$ cat src/rtl/phy_seq_pkg.sv
package phy_seq_pkg;
  typedef enum logic [2:0] {
    ST_IDLE, ST_WREG, ST_WPLL, ST_UP, ST_DOWN, ST_FAIL
  } seqState_t;

  // strobes from control to datapath
  typedef struct packed {
    logic latchCfg;
    logic cntClr;
    logic cntEn;
  } dpCtl_t;
endpackage

$ cat src/rtl/phy_seq_dp.sv
module phy_seq_dp
  import phy_seq_pkg::*;
#(
  parameter int IDF_W    = 4,
  parameter int NDIV_W   = 7,
  parameter int ODF_W    = 4,
  parameter int UI_W     = 6,
  parameter int IDF_MIN  = 1,
  parameter int IDF_MAX  = 7,
  parameter int NDIV_MIN = 10,
  parameter int NDIV_MAX = 125,
  parameter int ODF_STEPS = 4,
  parameter int LIMIT    = 20
) (
  input  logic              clk,
  input  logic              rstN,
  input  dpCtl_t            ctl,
  input  logic [IDF_W-1:0]  idfIn,
  input  logic [NDIV_W-1:0] ndivIn,
  input  logic [ODF_W-1:0]  odfIn,
  input  logic [UI_W-1:0]   uixIn,
  output logic              cfgValid,
  output logic              timeUp,
  output logic [IDF_W-1:0]  idfQ,
  output logic [NDIV_W-1:0] ndivQ,
  output logic [$clog2(ODF_STEPS)-1:0] odfCodeQ,
  output logic [UI_W-1:0]   uixQ
);
  localparam int CODE_W = $clog2(ODF_STEPS);
  localparam int CNT_W  = $clog2(LIMIT + 1);
  localparam logic [CNT_W-1:0] LAST = CNT_W'(LIMIT - 1);

  logic [ODF_STEPS-1:0] odfHit;
  logic [CODE_W-1:0]    odfCode;
  logic                 idfOk, ndivOk, odfOk;
  logic [CNT_W-1:0]     cnt;

  // one comparator per legal power-of-two output divider
  for (genvar k = 0; k < ODF_STEPS; k++) begin : g_odf
    assign odfHit[k] = (odfIn == ODF_W'(1 << k));
  end

  always_comb begin
    odfCode = '0;
    for (int k = 0; k < ODF_STEPS; k++)
      if (odfHit[k]) odfCode = CODE_W'(k);
  end

  assign idfOk    = (int'(idfIn) >= IDF_MIN) && (int'(idfIn) <= IDF_MAX);
  assign ndivOk   = (int'(ndivIn) >= NDIV_MIN) && (int'(ndivIn) <= NDIV_MAX);
  assign odfOk    = |odfHit;
  assign cfgValid = idfOk && ndivOk && odfOk;

  always_ff @(posedge clk or negedge rstN) begin
    if (!rstN) begin
      idfQ     <= '0;
      ndivQ    <= '0;
      odfCodeQ <= '0;
      uixQ     <= '0;
    end else if (ctl.latchCfg) begin
      idfQ     <= idfIn;
      ndivQ    <= ndivIn;
      odfCodeQ <= odfCode;
      uixQ     <= uixIn;
    end
  end

  always_ff @(posedge clk or negedge rstN) begin
    if (!rstN)            cnt <= '0;
    else if (ctl.cntClr)  cnt <= '0;
    else if (ctl.cntEn)   cnt <= cnt + 1'b1;
  end

  assign timeUp = (cnt == LAST);
endmodule

$ cat src/rtl/phy_seq_ctrl.sv
module phy_seq_ctrl
  import phy_seq_pkg::*;
(
  input  logic   clk,
  input  logic   rstN,
  input  logic   enable,
  input  logic   start,
  input  logic   videoMode,
  input  logic   regReady,
  input  logic   pllLock,
  input  logic   cfgValid,
  input  logic   timeUp,
  output dpCtl_t ctl,
  output logic   bgEn,
  output logic   regEn,
  output logic   pllEn,
  output logic   wrapEn,
  output logic   done,
  output logic   paramErr,
  output logic   timeoutErr,
  output logic   failStep
);
  seqState_t state, nxt;
  logic      tryStart;

  assign tryStart = enable && start && (state == ST_IDLE || state == ST_FAIL);

  always_comb begin
    nxt = state;
    ctl = '0;
    unique case (state)
      ST_IDLE, ST_FAIL: begin
        if (!enable) nxt = ST_IDLE;
        else if (start) begin
          if (cfgValid) begin
            nxt          = ST_WREG;
            ctl.latchCfg = 1'b1;
            ctl.cntClr   = 1'b1;
          end else nxt = ST_IDLE;
        end
      end
      ST_WREG: begin
        if (!enable) nxt = ST_DOWN;
        else if (regReady) begin
          nxt        = ST_WPLL;
          ctl.cntClr = 1'b1;
        end else if (timeUp) nxt = ST_FAIL;
        else ctl.cntEn = 1'b1;
      end
      ST_WPLL: begin
        if (!enable) nxt = ST_DOWN;
        else if (pllLock) nxt = ST_UP;
        else if (timeUp) nxt = ST_FAIL;
        else ctl.cntEn = 1'b1;
      end
      ST_UP:   if (!enable) nxt = ST_DOWN;
      ST_DOWN: nxt = ST_IDLE;
      default: nxt = ST_IDLE;
    endcase
  end

  always_ff @(posedge clk or negedge rstN) begin
    if (!rstN) begin
      state    <= ST_IDLE;
      done     <= 1'b0;
      paramErr <= 1'b0;
      failStep <= 1'b0;
    end else begin
      state <= nxt;
      done  <= (state == ST_WPLL) && (nxt == ST_UP);
      if (tryStart) paramErr <= !cfgValid;
      if (nxt == ST_FAIL && state != ST_FAIL) failStep <= (state == ST_WPLL);
    end
  end

  assign regEn      = (state == ST_WREG) || (state == ST_WPLL) ||
                      (state == ST_UP)   || (state == ST_DOWN);
  assign bgEn       = regEn;
  assign pllEn      = (state == ST_WPLL) || (state == ST_UP);
  assign wrapEn     = (state == ST_UP) && videoMode;
  assign timeoutErr = (state == ST_FAIL);
endmodule

$ cat src/rtl/phy_pwr_seq.sv
module phy_pwr_seq
  import phy_seq_pkg::*;
#(
  parameter int CYCLES_PER_US = 100,
  parameter int TIMEOUT_US    = 200000,
  parameter int IDF_W         = 4,
  parameter int NDIV_W        = 7,
  parameter int ODF_W         = 4,
  parameter int UI_W          = 6
) (
  input  logic              clk,
  input  logic              rstN,
  input  logic              enable,
  input  logic              start,
  input  logic              videoMode,
  input  logic [IDF_W-1:0]  idfIn,
  input  logic [NDIV_W-1:0] ndivIn,
  input  logic [ODF_W-1:0]  odfIn,
  input  logic [UI_W-1:0]   uix4In,
  input  logic              regReady,
  input  logic              pllLock,
  output logic              bgEn,
  output logic              regEn,
  output logic              pllEn,
  output logic              wrapEn,
  output logic [IDF_W-1:0]  idfOut,
  output logic [NDIV_W-1:0] ndivOut,
  output logic [1:0]        odfCode,
  output logic [UI_W-1:0]   uix4Out,
  output logic              done,
  output logic              paramErr,
  output logic              timeoutErr,
  output logic              failStep
);
  localparam int LIMIT = CYCLES_PER_US * TIMEOUT_US;

  dpCtl_t ctl;
  logic   cfgValid, timeUp;

  phy_seq_ctrl u_ctrl (
    .clk(clk), .rstN(rstN), .enable(enable), .start(start),
    .videoMode(videoMode), .regReady(regReady), .pllLock(pllLock),
    .cfgValid(cfgValid), .timeUp(timeUp), .ctl(ctl),
    .bgEn(bgEn), .regEn(regEn), .pllEn(pllEn), .wrapEn(wrapEn),
    .done(done), .paramErr(paramErr), .timeoutErr(timeoutErr),
    .failStep(failStep)
  );

  phy_seq_dp #(
    .IDF_W(IDF_W), .NDIV_W(NDIV_W), .ODF_W(ODF_W), .UI_W(UI_W),
    .ODF_STEPS(4), .LIMIT(LIMIT)
  ) u_dp (
    .clk(clk), .rstN(rstN), .ctl(ctl),
    .idfIn(idfIn), .ndivIn(ndivIn), .odfIn(odfIn), .uixIn(uix4In),
    .cfgValid(cfgValid), .timeUp(timeUp),
    .idfQ(idfOut), .ndivQ(ndivOut), .odfCodeQ(odfCode), .uixQ(uix4Out)
  );
endmodule

$ cat config.mk
export PLATFORM = sky130hd
export DESIGN_NAME = phy_pwr_seq
export DESIGN_NICKNAME = d
export VERILOG_FILES = /design/src/rtl/phy_seq_pkg.sv /design/src/rtl/phy_seq_dp.sv /design/src/rtl/phy_seq_ctrl.sv /design/src/rtl/phy_pwr_seq.sv
export SDC_FILE = /design/constraint.sdc
export NUM_CORES = 1
export LEC_CHECK = 0
export ABC_AREA = 1
export ABC_CLOCK_PERIOD_IN_PS = 2800
export BUFFER_PORTS_ARGS = -buffer_cell sky130_fd_sc_hd__buf_2
export CORE_MARGIN = 1
export CORE_UTILIZATION = 50
export CTS_CLUSTER_DIAMETER = 200
export DETAILED_ROUTE_END_ITERATION = 7
export HOLD_SLACK_MARGIN = 0.02
export PLACE_DENSITY_LB_ADDON = 0.2
export SLEW_MARGIN = 20
export SYNTH_ARGS = -nofsm -noshare
export SYNTH_HDL_FRONTEND = slang
export SYNTH_HIERARCHICAL = 1
export SYNTH_SLANG_ARGS = --single-unit
$ cat constraint.sdc
create_clock -name clk -period 2.8 [get_ports clk]
set_input_delay 0.28 -clock clk [delete_from_list [all_inputs] [get_ports clk]]
set_output_delay 0.28 -clock clk [all_outputs]
set_load 0.01 [all_outputs]
---- Word level (Yosys, flattened, before mapping) ----
Index checks and enable logic that the tools add are counted.
storage, ports and cells
  register bits after elaboration ......... 50
  latch bits .............................. 0
  RAM bits ................................ 0
  bits in read-only memories .............. 0
  input bits .............................. 28
  output and inout bits ................... 27
  memories kept ........................... 0
cells by class
  add/subtract/negate cells ............... 1
  multiply operators ...................... 0
  divide/modulo/power cells ............... 0
  order comparisons ....................... 4
  eq/ne operators ......................... 13
  shifts and indexed selects .............. 0
  mux-type cells .......................... 27
  bitwise gates (word level) .............. 0
  reduce and logical (&&, ||, !) cells .... 19
operators with widths
  operator                                                           number
  two-way mux 25 bit                                                 2
  adder 25 x 1 -> 25 bit, second input constant                      1
  == test 25 bit, second input constant                              1
  two-way mux 3 bit                                                  8
  two-way mux 2 bit                                                  6
  one-hot mux 3 bit (4 select lines)                                 1
  == test 3 x 2 -> 1 bit, second input constant                      3
  == test 3 bit, second input constant                               3
  logical AND 1 bit                                                  9
  two-way mux 1 bit                                                  8
  greater-or-equal comparator 7 x 4 -> 1 bit, second input constant  1
  less-or-equal comparator 7 bit, second input constant              1
  logical OR 1 bit                                                   5
  == test 4 x 1 -> 1 bit, second input constant                      1
  == test 4 x 2 -> 1 bit, second input constant                      1
  == test 4 x 3 -> 1 bit, second input constant                      1
  == test 4 bit, second input constant                               1
  greater-or-equal comparator 4 x 1 -> 1 bit, second input constant  1
  less-or-equal comparator 4 x 3 -> 1 bit, second input constant     1
  one-hot mux 1 bit (2 select lines)                                 2
  OR reduction 4 bit                                                 1
  == test 3 x 1 -> 1 bit, second input constant                      1
  zero test 3 bit                                                    1
  inequality test 3 bit, second input constant                       1
  3 further kinds                                                    3

---- Longest topological paths before layout ----
Gate-level depths: netlist (run 1).
  depth after elaboration ................. 10
  gate-level depth with buffers ........... 17
  gate-level depth less buffers ........... 17

---- Modules after synthesis ----
The synthesis (run 1) kept the hierarchy.
by module, submodules not included
  module        times used  cells each  area each (µm²)  seq. area each (µm²)
  phy_seq_dp    1           323         2,379.8          1,101.1
  phy_seq_ctrl  1           83          506.7            150.1

---- Least setup slack after synthesis (run 1) ----
Ideal clock, no wire load.
  path kind ............................... input to register
  start point ............................. input port odfIn[2]
  end point ............................... register u_dp.cnt[11]
  library setup time ...................... 123 ps
  arrival ................................. 2,212 ps
  data required time ...................... 2,677 ps
  slack ................................... 465 ps
  stages .................................. 11
  buffers on the path ..................... 0
  cell sequence ........................... or2_2 -> nor2_1 -> nand2_1 -> a21oi_1 -> inv_1 -> o21ai_0 -> nor2_4 -> nor2_8 -> nand2_4 -> nor3b_1 -> nor2_1
RTL lines
  element                 line               text
  start: declaration      phy_pwr_seq.sv:18  input logic [ODF_W-1:0] odfIn,
  end signal: assignment  phy_seq_dp.sv:71   else if (ctl.cntEn) cnt <= cnt + 1'b1;
  end: declaration        phy_seq_dp.sv:36   logic [CNT_W-1:0] cnt;

==> metrics.yaml, run 1 <==
synth:
  yosysMostFrequentCell: "nand2_1"
  ys_types: 31
  synthMuxAreaShare: 0
  synth_area_leaders: "dfrtp_1, nand2_1, nor2_1"
  synth-edff-count: 0
  synth_commonest_cells: "nand2_1, nor2_1, dfrtp_1"
  yosysSeqAreaShare: 0.433
  synth-xor-area-share: 0.00607
  synthesis.nets: 435
  synth.top_cell.area_share: 0.433
  yosysWarnings: 6
  netlist_area_mm2: 0.00289
  synth_top_family_by_area: "simple AND/OR/NAND/NOR gates"
  synth_compound_area_frac: 0.0590
  syn_area_per_cell_um2: 7.11
  synthArstFlopShare: 1.00
  ys.flop_type: "dfrtp_1"
  synthCells: 406
  synthSimpleGateAreaFrac: 0.428
  synth.largest_area_cell: "dfrtp_1"
  yosys.area_share.adder: 0.00433
  yosys_register_bits: 50
placed_design:
  placed_cells: 527
  gp_congestion: 0.872
  port_buffers: 54
  placed_area_mm2: 0.00323
  place_hpwl_um: 4700
  place_ws_ps: 348
cts:
  cts_num_sinks: 50
  cts_setup_buffers: 0
  cts_resized: 0
  cts_tree: "yes"
  cts-htree-levels: 2
  cts.hold.buffers_added: 1
  clk_pin_slew_ps: 100
  cts_max_path_buffers: 2
  clk_latency_ps: 310
  numCtsBuffers: 5
  cts_root_buffer: "clkbuf_8"
power:
  combPwrFrac: 0.190
  power.internal_mw: 1.16
  sw_frac_of_total: 0.308
  power_density_mw_per_mm2: 503
  seqPwrFrac: 0.537
  p_total_mw: 1.68
  switching_power_mw: 0.517
  pwr-share-clk: 0.274
  vdd_drop_max_uv: 315
  leakagePower_nw: 1.87
die:
  dieArea_mm2: 0.00608
  fp.coreArea_mm2: 0.00554
  start_util: 0.521
  die_y_um: 78.0
  num_rows: 27
  die_w_um: 78.0
  pin_count: 55
worst_setup_path:
  critPathKind: "reg -> reg"
  crit_path_end_kind: "flop"
  start_kind: "flop"
  crit_fanout: 5
  rr_worst_depth: 15
  cp.arrival_ps: 2660
  cp.required_ps: 3040
global_routing:
  grt_max_degree: 29
  track_usage: 0.222
  grt_pass1_vias: 2552
  grt_first_pass_wirelength_um: 10700
  grt_overflow: 0
  antenna_found_initial: 0
drt:
  drtIter0Drc: 134
  wl_um: 6270
  drt_pass1_iterations: 4
  avgViaCountPerCell: 4.94
  vias: 2647
  remaining_drc_errors: 0
  routedWlPerCell_um: 11.7
  antenna_left: 0
timing:
  tns_ps: 0
  period_needed_ps: 2420
  worstMarginPinSlew_ps: 635
  worst_hold_slack_ps: 160
  final_max_slew_viol_count: 0
  finalClockSkew_ps: 9.53
  grt_setup_unrepaired: "no"
  fin_ws_ps: 377
  setup_viol: 0
  slew-limit-headroom: 0.577
  finalCritPeriodShare: 0.865
  clock.fmax_mhz: 413
  hold_violations: 0
layout:
  final_cells: 536
  nNetsFinal: 492
  drive_gt1_frac: 0.226
  syn_to_final_growth_pct: 15.6
  final_area_mm2: 0.00334
  post-route-util: 0.602
  diodes: 0
hold_path:
  min_path_cells: 3
  hold_path.class: "in -> reg"
run:
  maxCapViolations: 0
status:
  status: "complete, no violations"
[kinds of logic (layout without fill, tap and decap cells)]
family,count (synthesis),in the layout
AO/OA/AOI/OAI,29,29
XOR/XNOR,2,2
adder cells (fa/ha/maj),1,1
buffers and inverters,50,108
flip-flops,50,50
AND/OR/NAND/NOR,274,274
[power by group through the flow]
stage | Combinational, mW | Clock [mW] | Sequential (mW)
5_1_grt | 0.361 | 0.498 | 0.913
6_report | 0.319 | 0.459 | 0.901
4_1_cts | 0.324 | 0.476 | 0.899
2_1_floorplan | 0.139 | 0 | 0.941
3_5_place_dp | 0.323 | 0 | 0.911
3_3_place_gp | 0.314 | 0 | 0.908
[final cells by class]
type,count,area [um2]
Fill cell,524,2200
Multi-Input combinational cell,306,1440
Sequential cell,50,1250
Timing Repair Buffer,58,303
Inverter,42,158
Tap cell,72,90.1
Clock buffer,6,82.6
Clock inverter,2,17.5
[worst paths after layout]
kind                                            from  slack [ps]                         to
min reg2reg                u_dp/ndivQ[3]$_DFFE_PN0P_         470  u_dp/ndivQ[3]$_DFFE_PN0P_
max                          u_dp/cnt[0]$_DFFE_PN0P_         380   u_dp/cnt[22]$_DFFE_PN0P_
min in group asynchronous                       rstN         520  u_dp/ndivQ[1]$_DFFE_PN0P_
min                                        uix4In[5]         160   u_dp/uixQ[5]$_DFFE_PN0P_
max in group asynchronous                       rstN        1550    u_dp/cnt[7]$_DFFE_PN0P_
max reg2reg                  u_dp/cnt[0]$_DFFE_PN0P_         380   u_dp/cnt[22]$_DFFE_PN0P_
[layout by cell type, fill, tap and decap left out, types with 4 or more instances in the layout]
cell type / Yosys / final
nand2_1: 140 / 140
nor2_1: 61 / 61
buf_2: 1 / 54
dfrtp_1: 50 / 50
inv_1: 35 / 35
nand3_1: 28 / 28
a21oi_1: 14 / 14
nor2_2: 10 / 10
nand2_2: 9 / 9
nor3_1: 8 / 8
inv_2: 7 / 7
clkbuf_8: 0 / 6
o21ai_0: 6 / 6
o21ai_1: 4 / 4
[layer usage]
metal / wire length (um) / GRT usage
met5: 0 / 0
met4: 68 / 0.0759
met3: 267 / 0.0459
met2: 2960 / 0.392
met1: 2980 / 0.268
[critical path: stages (launching register included)]
cell and delay, ps:
dfrtp_1 430, ha_1 230, inv_1 70, nor2_1 140, nand2_1 130, inv_2 90
nand3_1 60, nor3_1 270, nor2_1 190, nor2_4 310, nor2_1 70, nand2_1 90
nor2_1 60, nand3_1 60, nand2_1 50, nor2_1 110
[registers in the layout, summed over array words and instances, names as in the netlist, 2 cells and up]
name	cells
u_dp/ndivQ	7
u_dp/uixQ	6
u_ctrl/state	3
u_dp/odfCodeQ	2
u_dp/idfQ	4
u_dp/cnt	25
No activity file was read; power rests on OpenSTA's default activity.
==> run 2: changes to the inputs <==
CORE_UTILIZATION = 35   (was 50)
REMOVE_ABC_BUFFERS = 1   (was default)
==> metrics.yaml, run 2 (synthesis results as in run 1) <==
status:
  status: "complete, no violations"
cts:
  clk_pin_slew_ps: 90
  cts_max_path_buffers: 2
  cts_root_buffer: "clkbuf_8"
  numCtsBuffers: 5
  clk_latency_ps: 300
  cts_num_sinks: 50
  cts_tree: "yes"
  cts-htree-levels: 2
timing:
  period_needed_ps: 2420
  setup_viol: 0
  clock.fmax_mhz: 413
  hold_violations: 0
  finalClockSkew_ps: 7.61
  finalCritPeriodShare: 0.866
  tns_ps: 0
  slew-limit-headroom: 0.596
  worst_hold_slack_ps: 171
  grt_setup_unrepaired: "no"
  final_max_slew_viol_count: 0
  worstMarginPinSlew_ps: 605
global_routing:
  met3_usage: 0.0320
  grt_first_pass_wirelength_um: 11200
  track_usage: 0.165
  grt.met1_usage: 0.219
  grt_use_met2: 0.270
  grt-busiest-layer: "met2"
  grt_pass1_vias: 2463
  antenna_found_initial: 0
  grt_max_degree: 38
  grt_overflow: 0
layout:
  multi_input_area_mm2: 0.00144
  reg_top3: "u_dp/cnt: 25 flops, u_dp/ndivQ: 7 flops, u_dp/uixQ: 6 flops"
  syn_to_final_growth_pct: 18.4
  fill_cells: 846
  diodes: 0
  layout_common_cells: "nand2_1, nor2_1, buf_2, dfrtp_1, inv_1"
  regArea_mm2: 0.00125
  top_register: "u_dp/cnt"
  nNetsFinal: 496
  drive_gt1_frac: 0.233
  largest_reg_flops: 25
  final_common_cell: "nand2_1"
worst_setup_path:
  crit_buf_inv: 3
  regToRegSetupSlack_ps: 380
  rr_worst_depth: 13
  critPathKind: "reg -> reg"
  slowest_stage: "dfrtp_1"
  cp_cell_sequence: "ha_1 > inv_1 > nor2_1 > nand2_1 > inv_2 > nand3_1 > nor3_1 > nor2_1 > nor2_4 > buf_4 > nor2_8 > nand3_1 > nor3b_1"
  critPathLaunch: "u_dp/cnt[0]$_DFFE_PN0P_"
  crit_path_end_kind: "flop"
  crit_family: "simple AND/OR/NAND/NOR gates"
  start_kind: "flop"
  cp.arrival_ps: 2640
  reg2reg_to: "u_dp/cnt[7]$_DFFE_PN0P_"
  r2r-start: "u_dp/cnt[0]$_DFFE_PN0P_"
  cp.required_ps: 3020
  slowest_delay_ps: 430
  crit_fanout: 6
drt:
  remaining_drc_errors: 0
  wl_um: 6480
  drtIter0Drc: 123
  routedWlPerCell_um: 11.4
  antenna_left: 0
  drt_pass1_iterations: 4
  avgViaCountPerCell: 4.64
  vias: 2647
power:
  p_total_mw: 1.74
  vdd_drop_max_uv: 269
  power_density_mw_per_mm2: 508
  leakagePower_nw: 1.90
placed_design:
  port_buffers: 54
  place_hpwl_um: 4940
  gp_congestion: 0.874
die:
  start_util: 0.368
  die_w_um: 92.8
  pin_count: 55
  die_y_um: 92.8
  dieArea_mm2: 0.00861
  num_rows: 32
  fp.coreArea_mm2: 0.00785
hold_path:
  min_to: "u_dp/uixQ[4]$_DFFE_PN0P_"
  hold_path.class: "in -> reg"
  min_path_cells: 3
  hp-start: "uix4In[4]"
run:
  maxCapViolations: 0
run 2: changes by cell type in the layout (fill, tap and decap cells not counted):
cell | before | now
clkinv_4 | 2 | 0
clkbuf_8 | 6 | 5
inv_6 | 0 | 1
clkinv_2 | 0 | 1
buf_4 | 3 | 7
bufinv_16 | 0 | 1
run 2: cell type report:
| type | instances | area share |
|---|---|---|
| multi-input cells | 306 | 0.420 |
| flip-flops and latches | 50 | 0.366 |
| repair buffers | 62 | 0.0974 |
| inverters | 42 | 0.0461 |
| well taps | 102 | 0.0373 |
| clock buffers | 5 | 0.0201 |
| clock inverters | 3 | 0.0128 |
run 2: worst max-delay path by stage:
| stage | to | slack, ps | depth (start not counted) |
|---|---|---|---|
| global route | u_dp/cnt[7]$_DFFE_PN0P_ | 40 | 13 |
| detailed placement | u_dp/cnt[7]$_DFFE_PN0P_ | 310 | 12 |
| finish | u_dp/cnt[7]$_DFFE_PN0P_ | 380 | 13 |
| global placement | u_dp/cnt[22]$_DFFE_PN0P_ | 330 | 14 |
| floorplan | u_dp/cnt[20]$_DFFE_PN0P_ | 320 | 13 |
| CTS | u_dp/cnt[7]$_DFFE_PN0P_ | 280 | 12 |
run 2: per-layer routing:
layer,vias to the layer above,part of all wire
met3,7,0.035
met5,-,0
met1,1211,0.49
met4,0,0.011
li1,1379,-
met2,50,0.47
run 2: report_power, final:
part           internal (mW)  leakage, nW  switching, mW
clock network          0.268       0.0585          0.251
registers              0.827        0.670         0.0733
logic                  0.133         1.17          0.185
total                   1.23         1.90          0.509
run 2: through the flow:
stage / worst slack [ps] / std cells / util / area [um2]
6_report: 376 / 570 / 0.435 / 3420
2_1_floorplan: 317 / 398 / - / 2840
5_1_grt: 36.4 / 570 / 0.435 / 3420
3_3_place_gp: 326 / 558 / 0.417 / 3270
4_1_cts: 278 / 567 / 0.433 / 3390
3_5_place_dp: 306 / 558 / 0.417 / 3270
run 2: repair_timing:
item | CTS | global route
resized for setup | 0 | 0
setup endpoints to repair | 0 | 2
setup buffers | 0 | 3
hold buffers | 1 | 0
hold endpoints to repair | 13 | 0
run 2: worst reg2reg max path: cells and delay by family, from the launching register on:
kind	cells	cell delay [ps]
and+or+nand+nor	9	1360
DFF	1	430
buffers and inverters	3	320
adders and majority gates	1	240
